## src/rtl/cl_pkg.sv

```systemverilog
package cl_pkg;
   localparam int unsigned CHAR_BITS = 12;

   typedef enum logic [2:0] {
      POS_NAD, POS_PCB, POS_LEN, POS_DATA, POS_BCC
   } rsp_pos_e;

   typedef enum logic [2:0] {
      RX_IDLE, RX_START, RX_BITS, RX_PAR, RX_STOP1, RX_STOP2
   } rx_st_e;

   function automatic logic [7:0] nib_swap(input logic [7:0] b);
      return {b[3:0], b[7:4]};
   endfunction

   function automatic logic even_par(input logic [7:0] b);
      return ^b;
   endfunction
endpackage

```

## src/rtl/cl_char_tx.sv

```systemverilog
module cl_char_tx
   import cl_pkg::*;
#(
   parameter int unsigned CLKS_PER_BIT = 1042
) (
   input  logic       clk,
   input  logic       rst_n,
   input  logic       start,
   input  logic [7:0] data,
   output logic       busy,
   output logic       txd
);
   localparam int unsigned CW = $clog2(CLKS_PER_BIT + 1);
   localparam int unsigned BW = $clog2(CHAR_BITS);
   localparam logic [CW-1:0] RELOAD = CW'(CLKS_PER_BIT - 1);

   logic [CHAR_BITS-1:0] frame;
   logic [CW-1:0]        cnt;
   logic [BW-1:0]        bitn;
   logic                 busy_q;

   always_ff @(posedge clk or negedge rst_n) begin
      if (!rst_n) begin
         frame  <= '1;
         cnt    <= '0;
         bitn   <= '0;
         busy_q <= 1'b0;
      end else if (start && !busy_q) begin
         frame  <= {2'b11, even_par(data), data, 1'b0};
         cnt    <= RELOAD;
         bitn   <= '0;
         busy_q <= 1'b1;
      end else if (busy_q) begin
         if (cnt != '0) begin
            cnt <= cnt - 1'b1;
         end else begin
            cnt <= RELOAD;
            if (bitn == BW'(CHAR_BITS - 1)) begin
               busy_q <= 1'b0;
            end else begin
               bitn  <= bitn + 1'b1;
               frame <= {1'b1, frame[CHAR_BITS-1:1]};
            end
         end
      end
   end

   assign busy = busy_q;
   assign txd  = busy_q ? frame[0] : 1'b1;
endmodule

```

## src/rtl/cl_char_rx.sv

```systemverilog
module cl_char_rx
   import cl_pkg::*;
#(
   parameter int unsigned CLKS_PER_BIT = 1042
) (
   input  logic       clk,
   input  logic       rst_n,
   input  logic       rxd,
   output logic [7:0] rx_byte,
   output logic       rx_bvalid,
   output logic       rx_berr
);
   localparam int unsigned CW = $clog2(CLKS_PER_BIT + 1);
   localparam logic [CW-1:0] FULL = CW'(CLKS_PER_BIT - 1);
   localparam logic [CW-1:0] HALF = CW'(CLKS_PER_BIT / 2 - 1);

   logic          s1, s2;
   rx_st_e        st;
   logic [CW-1:0] cnt;
   logic [2:0]    bitn;
   logic [7:0]    sh;
   logic          perr, ferr;

   always_ff @(posedge clk or negedge rst_n) begin
      if (!rst_n) begin
         s1 <= 1'b1;
         s2 <= 1'b1;
      end else begin
         s1 <= rxd;
         s2 <= s1;
      end
   end

   always_ff @(posedge clk or negedge rst_n) begin
      if (!rst_n) begin
         st        <= RX_IDLE;
         cnt       <= '0;
         bitn      <= '0;
         sh        <= '0;
         perr      <= 1'b0;
         ferr      <= 1'b0;
         rx_bvalid <= 1'b0;
         rx_berr   <= 1'b0;
      end else begin
         rx_bvalid <= 1'b0;
         if (st == RX_IDLE) begin
            if (!s2) begin
               st  <= RX_START;
               cnt <= HALF;
            end
         end else if (cnt != '0) begin
            cnt <= cnt - 1'b1;
         end else begin
            cnt <= FULL;
            case (st)
               RX_START: begin
                  if (!s2) begin
                     st   <= RX_BITS;
                     bitn <= '0;
                  end else begin
                     st <= RX_IDLE;
                  end
               end
               RX_BITS: begin
                  sh <= {s2, sh[7:1]};
                  if (bitn == 3'd7) st <= RX_PAR;
                  else bitn <= bitn + 1'b1;
               end
               RX_PAR: begin
                  perr <= (s2 != even_par(sh));
                  st   <= RX_STOP1;
               end
               RX_STOP1: begin
                  ferr <= !s2;
                  st   <= RX_STOP2;
               end
               default: begin
                  rx_bvalid <= 1'b1;
                  rx_berr   <= perr | ferr | !s2;
                  st        <= RX_IDLE;
               end
            endcase
         end
      end
   end

   assign rx_byte = sh;
endmodule

```

## src/rtl/cl_cmd_framer.sv

```systemverilog
module cl_cmd_framer
   import cl_pkg::*;
#(
   parameter logic [7:0] DEF_NAD = 8'h12
) (
   input  logic       clk,
   input  logic       rst_n,
   input  logic       cmd_valid,
   input  logic [7:0] cmd_data,
   input  logic       cmd_sop,
   input  logic       cmd_eop,
   output logic       cmd_ready,
   input  logic       chr_busy,
   output logic       chr_start,
   output logic [7:0] chr_data,
   output logic [7:0] exp_nad
);
   logic [7:0] bcc;
   logic       pend;
   logic       take;
   logic [7:0] bcc_next;

   assign cmd_ready = !chr_busy && !pend;
   assign take      = cmd_valid && cmd_ready;
   assign bcc_next  = cmd_sop ? cmd_data : (bcc ^ cmd_data);
   assign chr_start = take || (pend && !chr_busy);
   assign chr_data  = pend ? bcc : cmd_data;

   always_ff @(posedge clk or negedge rst_n) begin
      if (!rst_n) begin
         bcc     <= '0;
         pend    <= 1'b0;
         exp_nad <= nib_swap(DEF_NAD);
      end else if (take) begin
         bcc <= bcc_next;
         if (cmd_sop) exp_nad <= nib_swap(cmd_data);
         if (cmd_eop) pend <= 1'b1;
      end else if (pend && !chr_busy) begin
         pend <= 1'b0;
      end
   end
endmodule

```

## src/rtl/cl_rsp_checker.sv

```systemverilog
module cl_rsp_checker
   import cl_pkg::*;
#(
   parameter int unsigned CLKS_PER_BIT = 1042,
   parameter int unsigned MAX_LEN      = 32,
   parameter int unsigned GAP_CHARS    = 10
) (
   input  logic       clk,
   input  logic       rst_n,
   input  logic [7:0] rx_byte,
   input  logic       rx_bvalid,
   input  logic       rx_berr,
   input  logic [7:0] exp_nad,
   output logic       rsp_valid,
   output logic [7:0] rsp_data,
   output logic       rsp_sop,
   output logic       rsp_eop,
   output logic       rsp_err
);
   localparam int unsigned DEPTH = MAX_LEN + 3;
   localparam int unsigned AW    = $clog2(DEPTH);

   rsp_pos_e      pos;
   logic [7:0]    cnt;
   logic [7:0]    len;
   logic [7:0]    bcc;
   logic          bad;
   logic          err_q;
   logic          unl;
   logic [AW-1:0] optr;
   logic [AW-1:0] total;
   logic [7:0]    mem [DEPTH];
   logic          abort;
   logic          bad_n;

   generate
      if (GAP_CHARS == 0) begin : g_nogap
         assign abort = 1'b0;
      end else begin : g_gap
         localparam int unsigned GAP_CLKS = (GAP_CHARS + 1) * CHAR_BITS * CLKS_PER_BIT;
         localparam int unsigned GW = $clog2(GAP_CLKS + 1);
         logic [GW-1:0] gap;
         always_ff @(posedge clk or negedge rst_n) begin
            if (!rst_n) gap <= '0;
            else if (rx_bvalid || pos == POS_NAD) gap <= '0;
            else gap <= gap + 1'b1;
         end
         assign abort = (pos != POS_NAD) && !rx_bvalid && (gap == GW'(GAP_CLKS - 1));
      end
   endgenerate

   assign bad_n = bad | rx_berr;

   always_ff @(posedge clk or negedge rst_n) begin
      if (!rst_n) begin
         pos   <= POS_NAD;
         cnt   <= '0;
         len   <= '0;
         bcc   <= '0;
         bad   <= 1'b0;
         err_q <= 1'b0;
         unl   <= 1'b0;
         optr  <= '0;
         total <= '0;
         for (int i = 0; i < DEPTH; i++) mem[i] <= '0;
      end else begin
         err_q <= 1'b0;
         if (unl) begin
            if (optr == total - 1'b1) unl <= 1'b0;
            optr <= optr + 1'b1;
         end
         if (abort) begin
            pos   <= POS_NAD;
            err_q <= 1'b1;
         end else if (rx_bvalid) begin
            case (pos)
               POS_NAD: begin
                  mem[0] <= rx_byte;
                  bcc    <= rx_byte;
                  bad    <= rx_berr | (rx_byte != exp_nad);
                  pos    <= POS_PCB;
               end
               POS_PCB: begin
                  mem[1] <= rx_byte;
                  bcc    <= bcc ^ rx_byte;
                  bad    <= bad_n;
                  pos    <= POS_LEN;
               end
               POS_LEN: begin
                  mem[2] <= rx_byte;
                  bcc    <= bcc ^ rx_byte;
                  len    <= rx_byte;
                  cnt    <= '0;
                  bad    <= bad_n | (32'(rx_byte) > MAX_LEN);
                  pos    <= (rx_byte == 8'd0) ? POS_BCC : POS_DATA;
               end
               POS_DATA: begin
                  if (32'(cnt) < MAX_LEN) mem[AW'({1'b0, cnt} + 9'd3)] <= rx_byte;
                  bcc <= bcc ^ rx_byte;
                  bad <= bad_n;
                  cnt <= cnt + 1'b1;
                  if (cnt + 8'd1 == len) pos <= POS_BCC;
               end
               default: begin
                  if (!bad_n && bcc == rx_byte) begin
                     unl   <= 1'b1;
                     optr  <= '0;
                     total <= AW'({1'b0, len} + 9'd3);
                  end else begin
                     err_q <= 1'b1;
                  end
                  pos <= POS_NAD;
               end
            endcase
         end
      end
   end

   assign rsp_valid = unl;
   assign rsp_data  = mem[optr];
   assign rsp_sop   = unl && (optr == '0);
   assign rsp_eop   = unl && (optr == total - 1'b1);
   assign rsp_err   = err_q;
endmodule

```

## src/rtl/cardlink_uart.sv

```systemverilog
module cardlink_uart
   import cl_pkg::*;
#(
   parameter int unsigned CLKS_PER_BIT = 1042,
   parameter int unsigned MAX_LEN      = 32,
   parameter int unsigned GAP_CHARS    = 10,
   parameter logic [7:0]  DEF_NAD      = 8'h12
) (
   input  logic       clk,
   input  logic       rst_n,
   input  logic       cmd_valid,
   input  logic [7:0] cmd_data,
   input  logic       cmd_sop,
   input  logic       cmd_eop,
   output logic       cmd_ready,
   output logic       rsp_valid,
   output logic [7:0] rsp_data,
   output logic       rsp_sop,
   output logic       rsp_eop,
   output logic       rsp_err,
   output logic       txd,
   input  logic       rxd
);
   generate
      if (CLKS_PER_BIT < 4) begin : g_chk_cpb
         $error("CLKS_PER_BIT must be at least 4");
      end
      if (MAX_LEN < 1 || MAX_LEN > 255) begin : g_chk_len
         $error("MAX_LEN must lie in 1..255");
      end
      if (CHAR_BITS * CLKS_PER_BIT <= MAX_LEN + 4) begin : g_chk_unload
         $error("a response burst must finish within one character time");
      end
   endgenerate

   logic       chr_busy;
   logic       chr_start;
   logic [7:0] chr_data;
   logic [7:0] exp_nad;
   logic [7:0] rx_byte;
   logic       rx_bvalid;
   logic       rx_berr;

   cl_cmd_framer #(.DEF_NAD(DEF_NAD)) u_framer (
      .clk(clk), .rst_n(rst_n),
      .cmd_valid(cmd_valid), .cmd_data(cmd_data), .cmd_sop(cmd_sop),
      .cmd_eop(cmd_eop), .cmd_ready(cmd_ready),
      .chr_busy(chr_busy), .chr_start(chr_start), .chr_data(chr_data),
      .exp_nad(exp_nad)
   );

   cl_char_tx #(.CLKS_PER_BIT(CLKS_PER_BIT)) u_tx (
      .clk(clk), .rst_n(rst_n), .start(chr_start), .data(chr_data),
      .busy(chr_busy), .txd(txd)
   );

   cl_char_rx #(.CLKS_PER_BIT(CLKS_PER_BIT)) u_rx (
      .clk(clk), .rst_n(rst_n), .rxd(rxd),
      .rx_byte(rx_byte), .rx_bvalid(rx_bvalid), .rx_berr(rx_berr)
   );

   cl_rsp_checker #(
      .CLKS_PER_BIT(CLKS_PER_BIT), .MAX_LEN(MAX_LEN), .GAP_CHARS(GAP_CHARS)
   ) u_chk (
      .clk(clk), .rst_n(rst_n),
      .rx_byte(rx_byte), .rx_bvalid(rx_bvalid), .rx_berr(rx_berr),
      .exp_nad(exp_nad),
      .rsp_valid(rsp_valid), .rsp_data(rsp_data), .rsp_sop(rsp_sop),
      .rsp_eop(rsp_eop), .rsp_err(rsp_err)
   );
endmodule

```

## config.mk

```make
export PLATFORM = sky130hd
export DESIGN_NAME = cardlink_uart
export DESIGN_NICKNAME = d
export VERILOG_FILES = /design/src/rtl/cl_pkg.sv /design/src/rtl/cl_char_tx.sv /design/src/rtl/cl_char_rx.sv /design/src/rtl/cl_cmd_framer.sv /design/src/rtl/cl_rsp_checker.sv /design/src/rtl/cardlink_uart.sv
export SDC_FILE = /design/constraint.sdc
export NUM_CORES = 1
export LEC_CHECK = 0
export ABC_AREA = 1
export BUFFER_PORTS_ARGS = -buffer_cell sky130_fd_sc_hd__clkbuf_2
export CAP_MARGIN = 10
export CORE_ASPECT_RATIO = 1.25
export CORE_MARGIN = 1
export CORE_UTILIZATION = 46
export CTS_BUF_LIST = sky130_fd_sc_hd__clkbuf_8 sky130_fd_sc_hd__clkbuf_16
export CTS_CLUSTER_SIZE = 12
export DETAILED_ROUTE_END_ITERATION = 12
export PLACE_DENSITY = 0.63
export REMOVE_ABC_BUFFERS = 1
export SLEW_MARGIN = 5
export SYNTH_ARGS = -nofsm -noshare
export SYNTH_HDL_FRONTEND = slang
export SYNTH_SLANG_ARGS = --single-unit
export TNS_END_PERCENT = 20
```

## constraint.sdc

```tcl
create_clock -name clk -period 3.27 [get_ports clk]
set_input_delay 0.654 -clock clk [delete_from_list [all_inputs] [get_ports clk]]
set_output_delay 0.654 -clock clk [all_outputs]
set_load 0.02 [all_outputs]
```

Yosys cells after proc, flatten, opt, wreduce, memory -nomap -nowiden

Cells that the tools add are included.
W data, S select, Z words.

Magnitude comparators: 5
Bitwise gates (word level): 14
Multiply operators: 0
Add/sub/neg operators: 10
Div/mod/pow operators: 0
Reduce and logical (&&, ||, !) cells: 58
Shifts and indexed selects: 0
Mux-type cells: 70
Equal/unequal tests: 25

Operators by type and width:

| cell                    | number |
|---|---|
| $bwmux W280             | 1 |
| $mux W280               | 1 |
| $pmux W8 S2             | 5 |
| $mux W11                | 6 |
| $bmux W8 S6             | 1 |
| $demux W8 S6            | 1 |
| $mux W12                | 4 |
| $mux W8                 | 5 |
| $mux W3                 | 10 |
| $mux W6                 | 5 |
| $reduce_and A3 Y1       | 10 |
| $pmux W3 S4             | 2 |
| $reduce_bool A11 Y1     | 2 |
| $sub A11 B1 Y11 const B | 2 |
| $mux W1                 | 21 |
| $reduce_and A4 Y1       | 5 |
| $add A18 B1 Y18 const B | 1 |
| $eq A18 B18 Y1 const B  | 1 |
| $mux W18                | 1 |
| $eq A8 B8 Y1            | 2 |
| $mux W4                 | 4 |
| $reduce_bool A2 Y1      | 8 |
| $reduce_xor A8 Y1       | 2 |
| $xor A8 B8 Y8           | 2 |
| other kinds (38)        | 80 |

Bits of input ports: 14
Bits in writable memories: 0
Memories kept: 0
Latch bits: 0
Flip-flop bits (word level): 416
Memory bits (read-only): 0

Depth between registers and ports, before layout

Word-level depth: 9
Mapped depth: 14

Modules after synthesis

Synthesis repeated with hierarchy kept, for this count alone.

Cell total of the unflattened synthesis: 2540
Area total of the unflattened synthesis: 20507.2 um^2

By module, submodules not included:

| module         | area an instance (um^2) | times used | cells an instance |
|---|---|---|---|
| cl_rsp_checker | 16119.2                 | 1          | 1969 |
| cl_char_rx     | 1785.5                  | 1          | 214 |
| cl_char_tx     | 1562.7                  | 1          | 197 |
| cl_cmd_framer  | 1039.7                  | 1          | 160 |

Worst setup path before layout

No wires, ideal clock.

Path type: register to output
Start: register u_chk.optr[0]
End: output port rsp_sop
Arrival: 2.047 ns
Buffers on the path: 4
Path slack: 0.569 ns
Data required time: 2.616 ns
Stages on the path, launching flop included: 9
Cells stage by stage: dfrtp_1 -> clkbuf_1 -> inv_1 -> clkbuf_1 -> clkbuf_1 -> clkbuf_1 -> ha_1 -> nand3_1 -> nor2_1

Word-level cells in the longest chain between the ends: 2

RTL lines:

| item                   | RTL line              | text |
|---|---|---|
| from (decl)            | cl_rsp_checker.sv:30  | `logic [AW-1:0] optr;` |
| from (signal assigned) | cl_rsp_checker.sv:70  | `optr <= optr + 1'b1;` |
| $logic_not A6 Y1       | cl_rsp_checker.sv:121 | `assign rsp_sop = unl && (optr == '0);` |
| $logic_and A1 B1 Y1    | cl_rsp_checker.sv:121 |  |
| to (decl)              | cardlink_uart.sv:18   | `output logic rsp_sop,` |

Every way passes these cells.

Final worst setup path

Start: register u_chk.optr[0]
End: output port rsp_data[1]

Word-level cells in the longest chain between the ends: 4

RTL lines:

| item                                       | RTL line              | text |
|---|---|---|
| $not A6 Y7 (not written as such)           | cl_rsp_checker.sv:120 | `assign rsp_data = mem[optr];` |
| $bmux W8 S6                                | cl_rsp_checker.sv:120 |  |
| $mux W8 (not written as such) (2 in a row) | cl_rsp_checker.sv:120 |  |
| to (decl)                                  | cardlink_uart.sv:17   | `output logic [7:0] rsp_data,` |

Every way passes these cells. The select of a mux whose other input is x is not followed.

==> impl_summary.md <==
Status
The run finished with clean final reports.

STA
The worst relative slew slack is 40.14%. Setup repair after global routing could not meet its margin everywhere. For the pin with the worst max-slew slack, the measured transition is 0.8946 ns. The setup skew after layout is 0.02017 ns.

The post-route fraction of the period consumed by the critical path is a little over nine tenths. For the final routed database, the setup TNS stands at 0 ns. The final max-slew violation count came to 0.

The count of endpoints failing hold in the final timing report is 0. The final worst setup slack is 0.03518 ns. Derived from the worst setup path, the maximum achievable clock frequency is 309.1 MHz. The routed design could run at a clock period as short as 3.235 ns. The setup-violating endpoint count in the final report is 0.

Global route
The final global-route overflow total is 0. The number of antenna violations at the first check in global routing was 0. The number of global-route vias before repair is 16500. The first global-routing pass estimated approximately 88000 µm of wire.

Entering global routing, the biggest net connects slightly above 80 pins. For this run, the total global-route usage over all layers was measured as 25.31%.

Finish
The share of cells above drive strength 1 is 8.297%. The repair_antennas step left the layout with diodes totalling 0. Excluding fillers, the count of instances in the completed layout stands at about 3100. The post-layout net count is 2492.

From synthesis to final layout, the design area changed by 12.98%.

Routing
The count of TritonRoute iterations in the first routing pass is 6. The count of nets left with antenna violations after detail routing is 0. The number of remaining DRC errors is 0. The initial DRC count is 1398. Wire segments on met3 add up to 2557 µm in the final route. Using the TritonRoute via totals, the vias-per-cell ratio works out to roughly 5.6. The total met2 wirelength after detailed routing is ~26000 µm. After detailed routing, the total wire length is 54390 µm. The detailed-route via count is about 17000. The total routed wire length on the met1 layer is about 23000 µm. The routed length per placed instance is 17.81 µm.

The topmost layer with routed signal wires is met4.

Floorplanning
The number of top-level pins is 28. The effective utilization at floorplan is 46.82%. Measured along the x axis, the die boundary spans between 150 and 200 µm. The core region area is 42250 µm².

The die covers 43840 µm². The number of placement rows is 84. The die is 233.9 µm tall.

Critical path
STA puts the critical path data required time at 2.62 ns. The most critical setup path has its startpoint at u_chk.optr[0]. Together, buffers and inverters on the worst path number 3.

The largest individual stage delay along the critical path comes from the cell sky130_fd_sc_hd__dfrtp_4. The startpoint type of the worst setup path is a flip-flop. The class of the most critical setup path is flip-flop to output port.

The cell type with the highest occurrence count on the critical path is sky130_fd_sc_hd__nand2_1. The data arrival time of the critical path is ~2.6 ns. The element type at the critical path end is an output port. The kind of cell with the highest combined delay on the critical path is buffers and inverters. For this run, the slowest stage of the critical path takes 0.55 ns. Of all nets on the critical path, the largest fanout is 48. In this run the critical register-to-register path is launched from u_chk.cnt[0].

The signal on the critical path passes through inv_4 -> buf_12 -> o21ai_0 -> o22ai_1 -> nand2_1 -> nand4_1 -> nand2_1 -> nand3_1 -> clkbuf_2.

Clock tree
The tree built by TritonCTS fans out to roughly 410 sinks. The number of resized instances in the post-cts repair step is 0. The number of post-CTS setup repair buffers is 0. TritonCTS built the clock tree. For the worst-skew pair, the clock arrives at the later sink with an insertion delay of just under 0.6 ns. Clock-pin slew was measured on the worst setup and hold paths at 0.06 ns. Clock tree synthesis selected as its root buffer the cell sky130_fd_sc_hd__clkbuf_16. The number of hold buffers added after CTS is 0. CTS built an H-tree with a depth of 2. The maximum clock path buffer count is 3. The number of CTS-inserted buffers is 45.

Placement
Once detailed placement completed, the half-perimeter wirelength came to 35060 µm. The post-placement cell count is 2972. The worst slack after detailed placement is 0.5954 ns. The final weighted congestion in routability-driven placement is 0.8877.

The count of buffers added on input and output ports is 27.

Power and ir drop
Dividing total power by cell area gives a power density of 459.1 nW/µm². The leakage power is a little over 10 nW. The worst voltage drop across the vdd grid is 0.3608 mV. The total power draw is 10.26 mW.

Synth
Summed over all instances, the cell type with the most area after synthesis is sky130_fd_sc_hd__dfrtp_1. The synthesized netlist occupies a cell area of a little under 20000 µm². The per-instance average area after synthesis is 8.091 µm². Ranked by total cell area, the synthesized netlist is headed by sky130_fd_sc_hd__dfrtp_1 51%, sky130_fd_sc_hd__nand2_1 12%, sky130_fd_sc_hd__o21ai_0 12%. During synthesis, Yosys emitted a total of 0 warnings. The number of cells produced by synthesis is 2445.

For this run, the register share of the synthesized area comes to between 50% and 60%. The flip-flop and latch count after synthesis is 414. The share of the synthesized area in the top cell type is 50.60%. The number of different library cells used by synthesis comes to 35.

Run
Max-cap violations in this run came to 0.

Worst hold path
The path class of the tightest hold or removal check is input pin to async pin.
==> layout by cell type (no fill, tap or decap), drive strengths merged, types with 37 or more instances in the layout <==
cell type / netlist / final
buf: 10 / 76
clkbuf: 124 / 86
dfrtp: 400 / 400
inv: 120 / 137
nand2: 653 / 653
nand3: 90 / 90
nor2: 238 / 238
o21ai: 522 / 522
o22ai: 84 / 84
xor2: 37 / 37
==> per-layer routing <==
layer | up-vias | global-route usage, %
li1 | 8161 | -
met1 | 8157 | 31.35
met2 | 520 | 43.55
met3 | 125 | 3.562
met4 | 0 | 12.55
met5 | - | 0
==> flip-flops by register name, summed over array words and instances (netlist names), 4 cells and up <==
name,count
u_chk.bcc,8
u_tx.bitn,4
u_tx.cnt,11
u_chk.mem,280
u_chk.g_gap.gap,18
u_framer.exp_nad,8
u_framer.bcc,8
u_chk.cnt,8
u_rx.cnt,11
u_rx.rx_byte,8
u_chk.len,8
u_tx.frame,10
u_chk.total,6
u_chk.optr,6
==> where the power goes <==
part	switching, mW	internal (mW)
registers	0.00146	5.13
clock network	2.06	2.93
logic	0.114	0.0275
==> final timing paths <==
kind,depth (start not counted),slack [ns],end
worst max register to register,13,0.61,u_chk.mem[279]
worst min register to register,0,0.36,u_rx.s2
worst max-delay path,9,0.04,rsp_data[1]
min in group clk,1,0.15,u_rx.s1
worst min-delay path,1,0.11,u_chk.mem[110]
max in group asynchronous,2,2.30,u_tx.frame[9]
==> metrics by stage <==
step / util (%) / instance area (µm²) / hold WS (ns)
after floorplan: - / 19270 / 0.3452
after global placement: 49.28 / 20820 / 0.3461
after detailed placement: 49.28 / 20820 / 0.3478
after CTS: 52.74 / 22280 / 0.1157
after global routing: 52.90 / 22350 / 0.1315
final: 52.90 / 22350 / 0.1050
==> cells in the mapped netlist <==
cell type and number:
sky130_fd_sc_hd__a211oi_1 2, sky130_fd_sc_hd__a21oi_1 14, sky130_fd_sc_hd__a21oi_2 1, sky130_fd_sc_hd__a31oi_1 12
sky130_fd_sc_hd__and3_1 1, sky130_fd_sc_hd__buf_1 2, sky130_fd_sc_hd__buf_2 8, sky130_fd_sc_hd__clkbuf_1 124
sky130_fd_sc_hd__clkinv_1 5, sky130_fd_sc_hd__dfrtp_1 400, sky130_fd_sc_hd__dfstp_2 14, sky130_fd_sc_hd__ha_1 17
sky130_fd_sc_hd__inv_1 116, sky130_fd_sc_hd__inv_2 4, sky130_fd_sc_hd__nand2_1 645, sky130_fd_sc_hd__nand2_4 8
sky130_fd_sc_hd__nand3_1 90, sky130_fd_sc_hd__nand4_1 28, sky130_fd_sc_hd__nor2_1 238, sky130_fd_sc_hd__nor3_1 23
sky130_fd_sc_hd__nor3_4 1, sky130_fd_sc_hd__nor3b_1 2, sky130_fd_sc_hd__nor4_1 5, sky130_fd_sc_hd__nor4_2 1
sky130_fd_sc_hd__o211a_1 1, sky130_fd_sc_hd__o211ai_1 4, sky130_fd_sc_hd__o21a_1 2, sky130_fd_sc_hd__o21ai_0 457
sky130_fd_sc_hd__o21ai_1 65, sky130_fd_sc_hd__o21bai_1 1, sky130_fd_sc_hd__o221a_2 1, sky130_fd_sc_hd__o22ai_1 84
sky130_fd_sc_hd__o31ai_1 1, sky130_fd_sc_hd__xnor2_1 31, sky130_fd_sc_hd__xor2_1 37
==> layout make-up <==
class	count	area, µm²
Fill cell	3941	19900
Timing Repair Buffer	103	882.1
Tap cell	559	699.4
Inverter	125	471.7
Clock buffer	59	1341
Sequential cell	414	10380
Multi-Input combinational cell	1772	8454
Clock inverter	22	118.9
==> kinds of logic (layout without fill, tap and decap cells) <==
| kind of cell | Yosys count | in the layout | synth area share, % |
|---|---|---|---|
| buf+inv | 259 | 309 | 4.965 |
| compound gates | 645 | 645 | 17.13 |
| xor+xnor | 68 | 68 | 3.011 |
| fa+ha+maj | 17 | 17 | 1.075 |
| flops | 414 | 414 | 52.46 |
| simple gates | 1042 | 1042 | 21.36 |
==> worst register-to-register path: stages, from the launching register on <==
cell and delay, ns:
sky130_fd_sc_hd__dfrtp_1 0.50, sky130_fd_sc_hd__inv_2 0.14, sky130_fd_sc_hd__ha_1 0.25, sky130_fd_sc_hd__inv_1 0.06, sky130_fd_sc_hd__nand3_1 0.07, sky130_fd_sc_hd__xor2_1 0.33
sky130_fd_sc_hd__nor2_1 0.11, sky130_fd_sc_hd__inv_1 0.08, sky130_fd_sc_hd__nor2_1 0.04, sky130_fd_sc_hd__buf_4 0.16, sky130_fd_sc_hd__nand3_1 0.30, sky130_fd_sc_hd__nand2_1 0.28
sky130_fd_sc_hd__nand2_1 0.15, sky130_fd_sc_hd__nand2_1 0.06
Note: power is estimated with default switching activity, not from simulation.
